$ cat config.mk
export PLATFORM = sky130hd
export DESIGN_NAME = dbl_input_screen
export DESIGN_NICKNAME = d
export VERILOG_FILES = /design/src/rtl/dis_pkg.sv /design/src/rtl/dis_classify.sv /design/src/rtl/dis_policy.sv /design/src/rtl/dis_stage.sv /design/src/rtl/dbl_input_screen.sv
export SDC_FILE = /design/constraint.sdc
export NUM_CORES = 1
export LEC_CHECK = 0
export ABC_AREA = 1
export CAP_MARGIN = 20
export CORE_MARGIN = 1
export CORE_UTILIZATION = 61
export DETAILED_ROUTE_END_ITERATION = 10
export DONT_BUFFER_PORTS = 1
export HOLD_SLACK_MARGIN = 0.05
export PLACE_DENSITY = 0.85
export SLEW_MARGIN = 20
export SYNTH_ARGS = -nofsm -noshare
export SYNTH_HDL_FRONTEND = slang
export SYNTH_SLANG_ARGS = --single-unit
$ cat constraint.sdc
create_clock -name clk -period 1.3 [get_ports clk]
set_clock_uncertainty 0.05 [all_clocks]
set_input_delay 0.065 -clock clk [delete_from_list [all_inputs] [get_ports clk]]
set_output_delay 0.065 -clock clk [all_outputs]
set_load 0.05 [all_outputs]
$ cat src/rtl/dis_pkg.sv
package dis_pkg;

    localparam int DBL_EXP_W  = 11;
    localparam int DBL_FRAC_W = 52;

    typedef enum logic [1:0] {
        SCR_ARITH = 2'b00,
        SCR_CMP   = 2'b01,
        SCR_DEFER = 2'b10,
        SCR_ALIAS = 2'b11
    } scr_mode_e;

    typedef enum logic [1:0] {
        CAUSE_NONE = 2'b00,
        CAUSE_UNF  = 2'b01,
        CAUSE_INV  = 2'b10,
        CAUSE_FOV  = 2'b11
    } trap_cause_e;

    typedef enum logic [2:0] {
        CLS_ZERO   = 3'd0,
        CLS_DENORM = 3'd1,
        CLS_NORMAL = 3'd2,
        CLS_INF    = 3'd3,
        CLS_NAN    = 3'd4
    } op_class_e;

    typedef struct packed {
        logic        trap;
        trap_cause_e cause;
    } trap_info_t;

    function automatic op_class_e class_of(input logic exp_zero,
                                           input logic exp_ones,
                                           input logic frac_nz);
        if (exp_zero)      return frac_nz ? CLS_DENORM : CLS_ZERO;
        else if (exp_ones) return frac_nz ? CLS_NAN : CLS_INF;
        else               return CLS_NORMAL;
    endfunction

    function automatic logic traps_on_inf(input scr_mode_e m);
        return (m == SCR_ARITH) || (m == SCR_ALIAS);
    endfunction

endpackage

$ cat src/rtl/dis_classify.sv
module dis_classify
    import dis_pkg::*;
#(
    parameter int EXP_W  = DBL_EXP_W,
    parameter int FRAC_W = DBL_FRAC_W,
    localparam int DATA_W = 1 + EXP_W + FRAC_W
) (
    input  logic [DATA_W-1:0] operand,
    output op_class_e         cls
);
    logic [EXP_W-1:0]  exp_f;
    logic [FRAC_W-1:0] frac_f;

    assign exp_f  = operand[DATA_W-2 -: EXP_W];
    assign frac_f = operand[FRAC_W-1:0];

    always_comb begin
        cls = class_of(~|exp_f, &exp_f, |frac_f);
    end
endmodule

$ cat src/rtl/dis_policy.sv
module dis_policy
    import dis_pkg::*;
#(
    parameter int EXP_W  = DBL_EXP_W,
    parameter int FRAC_W = DBL_FRAC_W,
    localparam int DATA_W = 1 + EXP_W + FRAC_W
) (
    input  logic [DATA_W-1:0] operand,
    input  op_class_e         cls,
    input  scr_mode_e         mode,
    input  logic              dnz,
    output logic [DATA_W-1:0] value,
    output trap_info_t        info
);
    logic [DATA_W-1:0] signed_zero;
    logic              deferred;

    assign signed_zero = {operand[DATA_W-1], {(DATA_W-1){1'b0}}};
    assign deferred    = (mode == SCR_DEFER);

    always_comb begin
        value      = operand;
        info.trap  = 1'b0;
        info.cause = CAUSE_NONE;
        unique case (cls)
            CLS_ZERO: begin
                if (deferred && dnz) value = signed_zero;
            end
            CLS_DENORM: begin
                if (dnz) begin
                    value = signed_zero;
                end else if (!deferred) begin
                    info.trap  = 1'b1;
                    info.cause = CAUSE_UNF;
                end
            end
            CLS_INF: begin
                if (traps_on_inf(mode)) begin
                    info.trap  = 1'b1;
                    info.cause = CAUSE_FOV;
                end
            end
            CLS_NAN: begin
                if (!deferred) begin
                    info.trap  = 1'b1;
                    info.cause = CAUSE_INV;
                end
            end
            default: ;
        endcase
    end
endmodule

$ cat src/rtl/dis_stage.sv
module dis_stage
    import dis_pkg::*;
#(
    parameter int DATA_W  = 1 + DBL_EXP_W + DBL_FRAC_W,
    parameter bit REG_OUT = 1'b1
) (
    input  logic              clk,
    input  logic              rst,
    input  logic [DATA_W-1:0] d_value,
    input  trap_info_t        d_info,
    output logic [DATA_W-1:0] q_value,
    output trap_info_t        q_info
);
    generate
        if (REG_OUT) begin : g_reg
            always_ff @(posedge clk) begin
                if (rst) begin
                    q_value     <= '0;
                    q_info.trap <= 1'b0;
                    q_info.cause <= CAUSE_NONE;
                end else begin
                    q_value <= d_value;
                    q_info  <= d_info;
                end
            end
        end else begin : g_comb
            logic unused_clk;
            assign unused_clk = clk ^ rst;
            assign q_value = d_value;
            assign q_info  = d_info;
        end
    endgenerate
endmodule

$ cat src/rtl/dbl_input_screen.sv
module dbl_input_screen
    import dis_pkg::*;
#(
    parameter int EXP_W   = DBL_EXP_W,
    parameter int FRAC_W  = DBL_FRAC_W,
    parameter bit REG_OUT = 1'b1,
    localparam int DATA_W = 1 + EXP_W + FRAC_W
) (
    input  logic              clk,
    input  logic              rst,
    input  logic [DATA_W-1:0] op_in,
    input  logic              dnz_en,
    input  logic [1:0]        mode_sel,
    output logic [DATA_W-1:0] op_out,
    output logic              trap_out,
    output logic [1:0]        cause_out
);
    op_class_e         cls;
    logic [DATA_W-1:0] scr_value;
    trap_info_t        scr_info;
    logic [DATA_W-1:0] q_value;
    trap_info_t        q_info;

    dis_classify #(.EXP_W(EXP_W), .FRAC_W(FRAC_W)) u_classify (
        .operand (op_in),
        .cls     (cls)
    );

    dis_policy #(.EXP_W(EXP_W), .FRAC_W(FRAC_W)) u_policy (
        .operand (op_in),
        .cls     (cls),
        .mode    (scr_mode_e'(mode_sel)),
        .dnz     (dnz_en),
        .value   (scr_value),
        .info    (scr_info)
    );

    dis_stage #(.DATA_W(DATA_W), .REG_OUT(REG_OUT)) u_stage (
        .clk     (clk),
        .rst     (rst),
        .d_value (scr_value),
        .d_info  (scr_info),
        .q_value (q_value),
        .q_info  (q_info)
    );

    assign op_out    = q_value;
    assign trap_out  = q_info.trap;
    assign cause_out = q_info.cause;
endmodule

Word-level counts from Yosys, hierarchy flattened:

Cells that the tools add are included.

* bits in registers: 67
* input bits: 69
* output and inout port bits: 67
* word-level logic and storage cells: 27

* equal/unequal tests: 5
* mux-type cells: 12
* reduce and logical (&&, ||, !) cells: 7

Operators with widths (count)
* 2-to-1 mux 63 bit: 2
* one-hot mux 63 bit (2 select lines): 1
* OR reduction 52 bit: 1
* 2-to-1 mux 3 bit: 7
* AND reduction 11 bit: 1
* OR reduction 11 bit: 1
* one-hot mux 3 bit (3 select lines): 1
* == test 2 bit, second input constant: 2
* == test 3 x 1 -> 1 bit, second input constant: 1
* == test 3 x 2 -> 1 bit, second input constant: 1
* == test 3 bit, second input constant: 1
* zero test 3 bit: 1
* zero test 2 bit: 1
* logical AND 1 bit: 1
* logical OR 1 bit: 1
* 2-to-1 mux 1 bit: 1

Logic depth before layout (Yosys ltp):

Gate-level depths: netlist of the first run.

* depth after elaboration: 6
* mapped depth: 10
* mapped depth without buffers: 10

Cells and area by module:

From an unflattened synthesis of the first run, not the netlist that was laid out.

* cells, all modules: 432
* area total of the unflattened synthesis: 2851.5 µm²

By module, submodules not included
* dis_stage: instances 1, cells an instance 208, area an instance 1900.6 µm², sequential area each 1341.3 µm²
* dis_policy: instances 1, cells an instance 154, area an instance 654.4 µm², sequential area each 0.0 µm²
* dis_classify: instances 1, cells an instance 70, area an instance 296.5 µm², sequential area each 0.0 µm²

Least setup slack after synthesis of the first run:

No wires, ideal clock.

* path type: input-to-reg
* start point: in op_in[62]
* end point: reg u_stage.q_value[0]
* library setup time: 117 ps
* arrival time: 967 ps
* data required time: 1133 ps
* slack: 167 ps
* stages on the path: 7
* buffers on the path: 2
* path through: inv_1 -> nand3_2 -> nor3_2 -> and2_1 -> buf_6 -> buf_12 -> a21oi_2

* longest elaborated chain between the ends: 5
* elaborated cells on any way between the ends: 7
* classes of those cells: eq/ne: 1; mux: 3; reduce/logical: 3

Ends and longest elaborated chain
* start, declared: RTL line dbl_input_screen.sv:11 `input logic [DATA_W-1:0] op_in,`
* AND reduction 11 bit: RTL line dis_classify.sv:18 `cls = class_of(~|exp_f, &exp_f, |frac_f);`
* 2-to-1 mux 3 bit: RTL line dis_pkg.sv:37 `else if (exp_ones) return frac_nz ? CLS_NAN : CLS_INF;`
* 2-to-1 mux 3 bit *: RTL line dis_pkg.sv:36 `if (exp_zero) return frac_nz ? CLS_DENORM : CLS_ZERO;`
* == test 3 x 1 -> 1 bit / zero test 3 bit (equally long branches): RTL line dis_policy.sv:25 `unique case (cls)`
* one-hot mux 63 bit (2 select lines) *: RTL line dis_policy.sv:25
* end signal, assigned: RTL line dis_stage.sv:22 `q_value <= d_value;`
* end, declared: RTL line dis_stage.sv:11 `output logic [DATA_W-1:0] q_value,`

Mark *: on every way between the ends. The rest lies on a longest branch, timed or not.
A chain may end at the register's enable or synchronous reset.

==> results of run 1 <==
through the flow:
stage / worst slack, ns / hold slack, ns / total power (µW) / std cells
after floorplan: 0.167 / 0.0874 / 2780 / 294
after CTS: 0.00349 / 0.0784 / 4590 / 415
final: 0.0724 / 0.106 / 4620 / 420
after global routing: 0.0214 / 0.122 / 4760 / 420
after detailed placement: 0.0227 / 0.0916 / 2820 / 335
after global placement: 0.0705 / 0.0884 / 2810 / 335
worst max path at each step:
stage / start / end / slack, ns / depth (start not counted)
2_1_floorplan: op_in[62] / u_stage.q_value[0] / 0.17 / 7
3_3_place_gp: op_in[26] / u_stage.q_value[18] / 0.07 / 8
3_5_place_dp: op_in[26] / u_stage.q_value[43] / 0.02 / 8
4_1_cts: op_in[53] / u_stage.q_value[50] / 0.003 / 7
5_1_grt: rst / u_stage.q_value[2] / 0.02 / 5
6_report: rst / u_stage.q_value[51] / 0.07 / 5
what timing repair did:
action                                 CTS  global route
buffers inserted                         0             2
hold buffers                            66             0
setup endpoints to repair                0            52
resized for setup                        0             8
endpoints found under the hold margin   66             0
where the power goes:
| part | switching, µW | total, µW | internal [µW] |
|---|---|---|---|
| Combinational | 171 | 392 | 221 |
| Clock | 741 | 1650 | 911 |
| Sequential | 419 | 2580 | 2160 |
registers in the layout, summed over array words and instances, names as in the netlist:
register / cells
u_stage.q_value: 64
u_stage.q_info: 3
worst min-delay path, cell delays in order:
cell,delay [ns]
nand2_1,0.04
nor3_1,0.04
nand3_1,0.14
nand2_1,0.07
nand2_1,0.05
nor2_1,0.04
cell families after synthesis:
group / Yosys count
DFF: 67
adders and majority gates: 1
AOI/OAI and AO/OA: 52
buffers and inverters: 34
and+or+nand+nor: 140
synthesized netlist by cell type:
| master | instances | area (µm²) |
|---|---|---|
| nor3_2 | 1 | 10.0 |
| buf_6 | 6 | 67.6 |
| a21oi_1 | 2 | 10.0 |
| nand4_1 | 4 | 25.0 |
| and2_0 | 1 | 6.26 |
| nand3_1 | 3 | 15.0 |
| nor2_2 | 2 | 12.5 |
| buf_12 | 5 | 100 |
| inv_2 | 3 | 11.3 |
| nand3_2 | 1 | 10.0 |
| nand2_1 | 76 | 285 |
| clkbuf_1 | 5 | 18.8 |
| ha_1 | 1 | 12.5 |
| dfxtp_1 | 67 | 1340 |
| a21oi_2 | 50 | 438 |
| inv_1 | 14 | 52.6 |
| nand3b_4 | 1 | 20.0 |
| and2_1 | 1 | 6.26 |
| nor2_1 | 47 | 176 |
| buf_1 | 1 | 3.75 |
| nor3_1 | 3 | 15.0 |
final cells by class:
class,instances,area [µm²],area share (%)
sequential,67,1340,37.5
tap,50,62.6,1.75
inverter,17,63.8,1.79
clock buffer,11,141,3.96
timing repair buffer,79,881,24.6
multi-input combinational,193,1040,29.2
clock inverter,3,40.0,1.12
metal layers:
layer  vias to the layer above  GRT usage (%)  routed length [µm]
met5                         -              0                   0
met4                         0           18.1                 214
met3                        21           8.61                 631
met2                       148           57.5                3780
met1                      1069           31.0                2710
li1                       1070              -                   -
==> summary.md, run 1 <==
| Metric | Value |
|---|---|
| Count of buffering cells on the critical path with inverters included | 3 |
| Post-layout net count | 437 |
| Number of antenna cells inserted | 0 |
| Total standard cell area after synthesis | 2640 µm² |
| Antenna violation net count after detailed routing | 0 |
| Number of instances on the worst hold path | 6 |
| TritonCTS clock tree | done |
| Endpoints failing setup | 0 |
| Die Span X | 67.8 µm |
| Crit-path max cell delay | 0.74 ns |
| Cell count after synthesis | 294 |
| Aggregate routed wire length | 7340 µm |
| Min Tclk post-route | 1.23 ns |
| DRC Markers | 0 |
| Syn nets | 364 |
| Antenna violations before repair | 0 |
| Cell area after placement | 2640 µm² |
| Worst-path maximum fanout | 55 |
| Number of rows created at floorplan | 23 |
| Overall routing resource usage | 31.3% |
| Post-route cell area | 3570 µm² |
| Share of the clock period used by the worst path | 94.4% |
| Seq cells post-synth | 67 |
| Complex-gate fraction of the synthesized area | 17.0% |
| Combinational family with the most area after synthesis | simple AND/OR/NAND/NOR gates |
| Power density relative to cell area | 1290 nW/µm² |
| Commonest non-fill, non-tap cell in the layout | nand2_1 |
| Number of vias per cell | 5.50 |
| Setup repair after global routing missed its margin | false |
| Overall die height | 67.8 µm |
| Worst rel slew slack | 64.5% |
| Min-delay src | op_in[52] |
| Cell breakdown of the critical path | dlygate4sd3_1, inv_2, buf_12, nand2_1, a21oi_2 |
| Total vias in the final route | 2,308 |
| Outcome | completed |
| Ratio of cells with drive above 1 in the final layout | 23.5% |
| TNS Setup | 0 ns |
| Hold Crit Class | in2reg |
| Leak | 0.00154 µW |
| Util after Layout | 87.5% |
| Clk pin slew, worst setup/hold paths | 0.07 ns |
| Endpoints failing hold | 0 |
| Mux contribution to synthesized area | 0% |
| Core ar. | 4090 µm² |
| Number of distinct library cell variants in the gate-level netlist after synthesis | 21 |
| Peak VDD IR | 0.00103 V |
| Crit path required time | 1.52 ns |
| Commonest cells after routing, fill and taps aside | nand2_1, dfxtp_1, dlygate4sd3_1 |
| Endpoint arrival time on the critical path | 1.45 ns |
| Worst path top cell family by delay | buffers and inverters |
| Timing-limited maximum frequency | 815 MHz |
| Actual transition at the worst max-transition pin | 0.532 ns |
| Fraction of synthesized cell area in xor and xnor cells | 0% |
| MaxCap Viol Count | 0 |
| Sequential element share of the synthesized area | 50.9% |
| Nature of the critical path startpoint | input pin |
| First-pass iteration count of the detailed router | 5 |
| DR iter-0 viols | 127 |
| Number of fill cells | 185 |
| Total Die Area | 4590 µm² |
| Max H-tree Level | 3 |
| Slowest cell on crit path | dlygate4sd3_1 |
| Mean routed wirelength per cell | 17.5 µm |
| Pin count of the biggest net entering global routing | 56 |
| Element type at the critical path end | flip-flop |
| Number of ports placed on the die boundary | 136 |
| Ys Warns | 0 |
| Buffers from clock root to sink, at most | 2 |
| Type of the setup path with the least slack | in2reg |
| Detailed-placement wirelength estimate | 3710 µm |
| Total congestion overflow | 0 |
| Via count of the first global-routing pass | 2,212 |
| CTS Buf Count | 9 |
| Root cell of the clock tree | clkbuf_8 |
| Avg Cell Area, Syn | 8.97 µm² |
| Share of synthesized cell area in full adder, half adder and majority cells | 0.474% |
| Simple-Gate Fraction of Synth Area | 22.1% |
| Initial Util | 64.5% |
| Final count of pins violating max slew | 0 |
| Synthesis-to-finish area growth | 35.5% |
| Routability congestion estimate from global placement | 0.707 |
| Number of clock sinks seen by CTS | 67 |
| Port Buffer Count | 0 |
| Worst hold path endpoint | u_stage.q_info[0] |
| Global-route wire length before repair | 10,100 µm |
(Power assumes the default switching activity.)
==> run 2, diff against run 1 <==
- CELL_PAD_IN_SITES_DETAIL_PLACEMENT: unset -> 1
- CELL_PAD_IN_SITES_GLOBAL_PLACEMENT: unset -> 2
- CORE_UTILIZATION: 61 -> 34
- PLACE_DENSITY: 0.85 -> 0.86
==> run 2 against run 1 <==
Compared with the run above:
- cell count grew 11%
- non-clock buffer count down 5
- count of clock-buffer cells in the layout increased by 3
- clock power is essentially flat
==> summary.md, run 2 (same netlist as run 1, synthesis figures left out) <==
| Metric | Value |
|---|---|
| MaxCap Viol Count | 0 |
| Min-delay src | op_in[52] |
| Element type at the critical path end | output port |
| Commonest cells after routing, fill and taps aside | nand2_1, dfxtp_1, dlygate4sd3_1 |
| Core ar. | 7370 µm² |
| Routability congestion estimate from global placement | 0.696 |
| Total congestion overflow | 0 |
| Nature of the critical path startpoint | flip-flop |
| Type of the setup path with the least slack | reg2out |
| Via count of the first global-routing pass | 2,525 |
| Endpoints failing hold | 0 |
| Setup repair after global routing missed its margin | false |
| Port Buffer Count | 0 |
| Outcome | completed |
| Power density relative to cell area | 1300 nW/µm² |
| Leak | 0.00150 µW |
| Overall routing resource usage | 19.5% |
| Overall die height | 90.1 µm |
| TritonCTS clock tree | done |
| Post-layout net count | 432 |
| Number of vias per cell | 4.76 |
| Antenna violation net count after detailed routing | 0 |
| Die Span X | 90.1 µm |
| Total vias in the final route | 2,218 |
| Mean routed wirelength per cell | 16.2 µm |
| Registers with the highest flip-flop counts | u_stage.q_value x64, u_stage.q_info x3 |
| Buffers from clock root to sink, at most | 2 |
| Total area of sequential cells | 1340 µm² |
| Worst rel slew slack | 64.6% |
| Endpoints failing setup | 0 |
| Max H-tree Level | 3 |
| Number of ports placed on the die boundary | 136 |
| Area of the multi-input gates | 1040 µm² |
| Number of antenna cells inserted | 0 |
| Root cell of the clock tree | clkbuf_8 |
| Hold Crit Class | in2reg |
| DR iter-0 viols | 56 |
| Total Power Consumption | 4640 µW |
| Share of the clock period used by the worst path | 84.7% |
| Total Die Area | 8110 µm² |
| Ratio of cells with drive above 1 in the final layout | 21.5% |
| Final count of pins violating max slew | 0 |
| Pin count of the biggest net entering global routing | 29 |
| CTS Buf Count | 9 |
| Antenna violations before repair | 0 |
| DRC Markers | 0 |
| Timing-limited maximum frequency | 908 MHz |
| First-pass iteration count of the detailed router | 4 |
| Number of flip-flops in the largest register | 64 |
| Number of instances on the worst hold path | 6 |
| Worst Hold Margin | 0.109 ns |
| Clk pin slew, worst setup/hold paths | 0.06 ns |
| TNS Setup | 0 ns |
| Biggest register | u_stage.q_value |
| Detailed-placement wirelength estimate | 4680 µm |
| Util after Layout | 48.3% |
| Synthesis-to-finish area growth | 35.1% |
| Number of clock sinks seen by CTS | 67 |
| Global-route wire length before repair | 12,300 µm |
| Post-CTS Setup Repair Bufs | 0 |
| Peak VDD IR | 0.000585 V |
| Actual transition at the worst max-transition pin | 0.530 ns |
| Number of fill cells | 851 |
| Commonest non-fill, non-tap cell in the layout | nand2_1 |
| Min Tclk post-route | 1.10 ns |
| Worst hold path endpoint | u_stage.q_info[0] |
| Aggregate routed wire length | 7550 µm |
| Endpoint arrival time on the critical path | 0.99 ns |
| Number of rows created at floorplan | 31 |
| Worst-path maximum fanout | 1 |
| Initial Util | 35.8% |
| Crit path required time | 1.19 ns |
[run 2: worst max-delay path by stage]
stage,from,end,slack (ns),depth (start not counted)
after global placement,op_in[34],u_stage.q_info[2],0.05,10
after CTS,rst,u_stage.q_value[47],0.0008,5
after detailed placement,op_in[26],u_stage.q_info[2],0.06,10
final,u_stage.q_value[43],op_out[43],0.20,0
after floorplan,op_in[62],u_stage.q_value[0],0.17,7
after global routing,u_stage.q_value[0],op_out[0],0.16,0
[run 2: power by group]
group | internal (µW) | leakage (µW) | switching (µW) | total, µW
logic | 222 | 0.000851 | 163 | 386
registers | 2160 | 0.000558 | 419 | 2580
clock network | 940 | 0.0000947 | 739 | 1680
total | 3320 | 0.00150 | 1320 | 4640
[run 2: layer usage]
layer  up-vias  GRT usage [%]  part of all wire (%)
li1       1060              -                     -
met1      1062           20.0                    38
met2        86           35.4                    53
met3        10           7.36                   7.4
met4         0           8.06                   1.5
met5         -              0                     0
[run 2: what timing repair did]
action,CTS,global route
hold buffers,66,0
setup endpoints to repair,0,39
hold endpoints to repair,67,0
resized for setup,0,3
[run 2: metrics by stage]
step / area (µm²) / worst slack, ns / instances
6_report: 3560 / 0.199 / 466
5_1_grt: 3560 / 0.162 / 466
4_1_cts: 3560 / 0.000754 / 466
2_1_floorplan: 2640 / 0.167 / 294
3_5_place_dp: 2710 / 0.0557 / 384
3_3_place_gp: 2710 / 0.0494 / 384
[run 2: layout make-up]
class | instances | share of cell area (%)
clock buffers | 14 | 4.29
clock inverters | 2 | 0.983
inverters | 17 | 1.86
multi-input cells | 193 | 29.3
flip-flops and latches | 67 | 37.7
well taps | 99 | 3.48
repair buffers | 74 | 22.4
==> run 3, diff against run 2 <==
- ABC_AREA: 1 -> 0
- CORE_UTILIZATION: 34 -> 30
- PLACE_DENSITY: 0.86 -> 0.79
- clock period: 1.3 -> 0.9 ns (I/O delays scaled with it)
==> run 3 against run 2 <==
Compared with the run above:
- the flow now finishes with violations (DRC, hold timing, setup timing)
- count of clock-buffer cells in the layout down 4
- first-iteration DRC count fell by 29%
- routed wire length up 1.8%
- largest power group is now clock
==> summary.md, run 3 <==
| Metric | Value |
|---|---|
| Max H-tree Level | 3 |
| Timing-limited maximum frequency | 973 MHz |
| Cell count after synthesis | 176 |
| DR iter-0 viols | 40 |
| Cell with the most instances after synthesis | dfxtp_1 |
| Root cell of the clock tree | clkbuf_8 |
| Share of synthesized cell area in full adder, half adder and majority cells | 0.611% |
| Via count of the first global-routing pass | 2,150 |
| Post-CTS Setup Repair Bufs | 0 |
| Hold Crit Class | in2reg |
| Crit path required time | 1.13 ns |
| Clk pin slew, worst setup/hold paths | 0.07 ns |
| Pin count of the biggest net entering global routing | 29 |
| Detailed-placement wirelength estimate | 3980 µm |
| MaxCap Viol Count | 0 |
| Worst rel slew slack | 77.2% |
| Cell area after placement | 2680 µm² |
| CTS Buf Count | 9 |
| Biggest register | u_stage.q_value |
| Antenna violation net count after detailed routing | 0 |
| TNS Setup | -6.50 ns |
| Buffers from clock root to sink, at most | 2 |
| Element type at the critical path end | flip-flop |
| Met3 routed WL | 615 µm |
| Most used DFF post-synth | dfxtp_1 |
| Combinational family with the most area after synthesis | simple AND/OR/NAND/NOR gates |
| Global-route wire length before repair | 11,300 µm |
| Power density relative to cell area | 1900 nW/µm² |
| Min setup slack post-route | -0.128 ns |
| Share of the clock period used by the worst path | 114% |
| Total vias in the final route | 1,852 |
| Critical path's most frequent cell | or4_4 |
| Number of flip-flops in the largest register | 64 |
| Mean routed wirelength per cell | 19.5 µm |
| Commonest non-fill, non-tap cell in the layout | dfxtp_2 |
| Sequential element share of the synthesized area | 65.5% |
| Routability congestion estimate from global placement | 0.678 |
| Min Tclk post-route | 1.03 ns |
| Largest area contributor in the synthesized netlist | dfxtp_1 |
| Peak VDD IR | 0.000981 V |
| Simple-Gate Fraction of Synth Area | 29.3% |
| Total Power Consumption | 8140 µW |
| Fraction of synthesized cell area in xor and xnor cells | 0% |
| Detailed route wirelength on metal2 | 4250 µm |
| Actual transition at the worst max-transition pin | 0.339 ns |
| Yosys top cell area share | 65.5% |
| Overall die height | 84.6 µm |
| Overall routing resource usage | 21.5% |
| Complex-gate fraction of the synthesized area | 1.47% |
| Number of ports placed on the die boundary | 136 |
| Seq cells post-synth | 67 |
| Worst path top cell family by delay | simple AND/OR/NAND/NOR gates |
| Count of buffering cells on the critical path with inverters included | 0 |
| First-pass iteration count of the detailed router | 9 |
| Crit-path max cell delay | 0.54 ns |
| Ratio of cells with drive above 1 in the final layout | 65.7% |
| Total congestion overflow | 0 |
| Aggregate routed wire length | 7690 µm |
| Commonest cells after routing, fill and taps aside | dfxtp_2, dlygate4sd3_1, buf_8 |
| Post-CTS Hold Fix Bufs | 59 |
| Number of antenna cells inserted | 0 |
| Port Buffer Count | 0 |
| Total Die Area | 7160 µm² |
| Mux contribution to synthesized area | 0% |
| DRC Markers | 9 |
| Number of clock sinks seen by CTS | 67 |
| Highest metal layer with signal wires | met4 |
| Endpoints failing hold | 9 |
| Proportion of register bits with asynchronous set or reset after synthesis | 0% |
| Ys Warns | 0 |
| Worst slack at placement | -0.684 ns |
| Type of the setup path with the least slack | in2reg |
| Wire length on met1 | 2630 µm |
| Number of flops mapped to enable cells by yosys | 0 |
| Endpoints failing setup | 121 |
| Outcome | complete, but fails checks |
| Die Span X | 84.6 µm |
| Core ar. | 6460 µm² |
| Number of rows created at floorplan | 29 |
| Endpoint arrival time on the critical path | 1.25 ns |
| Worst Hold Margin | -0.217 ns |
| Leak | 0.00181 µW |
| Nature of the critical path startpoint | input pin |
| Post-synth top cells | dfxtp_1, and2_1, nor4_1, nor2b_1, buf_6 |
| Biggest area contributors in the synthesized netlist | dfxtp_1, and2_1, nor4_1, nor2b_1, buf_6 |
| Slowest cell on crit path | or4_4 |
| Cell breakdown of the critical path | or4_4, or4_4, nor2b_4, o21ai_2 |
| Post-route cell area | 4280 µm² |
| Avg Cell Area, Syn | 11.6 µm² |
| TritonCTS clock tree | done |
| Antenna violations before repair | 0 |
| Syn nets | 246 |
| Registers with the highest flip-flop counts | u_stage.q_value x64, u_stage.q_info x3 |
| Final count of pins violating max slew | 0 |
| Number of fill cells | 578 |
| Post-layout net count | 383 |
| Total standard cell area after synthesis | 2050 µm² |
| Initial Util | 31.7% |
| Number of distinct library cell variants in the gate-level netlist after synthesis | 20 |
| Synthesis-to-finish area growth | 109% |
| Number of vias per cell | 4.69 |
| Violated checks | DRC, hold timing, setup timing |
| Worst-path maximum fanout | 3 |
| Setup repair after global routing missed its margin | true |
-- run 3: metrics by stage --
| stage | hold WS [ns] | cells | util, % |
|---|---|---|---|
| finish | -0.217 | 395 | 66.3 |
| global route | -0.240 | 395 | 66.3 |
| CTS | -0.230 | 393 | 63.1 |
| detailed placement | 0.0697 | 318 | 41.4 |
| global placement | 0.0685 | 318 | 41.4 |
| floorplan | 0.0666 | 176 | - |
-- run 3: report_power, final --
part / internal [µW] / switching, µW / leakage (µW) / total, µW
combinational: 729 / 758 / 0.00110 / 1490
clock: 2200 / 1200 / 0.000133 / 3400
sequential: 3150 / 95.8 / 0.000575 / 3240
total: 6080 / 2060 / 0.00181 / 8140
-- run 3: area by class of cell --
cell class | instances | area (µm²) | area share [%]
clock buffers | 10 | 138 | 3.22
clock inverters | 6 | 136 | 3.19
inverters | 1 | 3.75 | 0.0877
multi-input cells | 102 | 877 | 20.5
flip-flops and latches | 67 | 1420 | 33.3
well taps | 77 | 96.3 | 2.25
repair buffers | 132 | 1600 | 37.5
-- run 3: worst paths after layout --
path                       from  slack (ns)                  end  depth (start not counted)
worst max-delay path  op_in[57]       -0.13    u_stage.q_info[2]                          4
worst min-delay path  op_in[11]       -0.22  u_stage.q_value[11]                          1
-- run 3: timing repair --
action / in CTS / in global routing
endpoints found under the setup margin: 122 / 122
gates cloned: 0 / 2
gates resized for setup: 181 / 46
pin swaps: 5 / 2
endpoints found under the hold margin: 67 / 55
-- run 3: cells by family (layout without fill, tap and decap cells) --
group / Yosys count / in the layout
and+or+nand+nor: 97 / 97
DFF: 67 / 67
buffers and inverters: 7 / 149
AOI/OAI and AO/OA: 4 / 4
adders and majority gates: 1 / 1
-- run 3: per-layer routing --
layer	track usage, %	up-vias
met4	13.3	0
met5	0	-
li1	-	854
met3	7.87	17
met2	39.7	101
met1	20.0	880
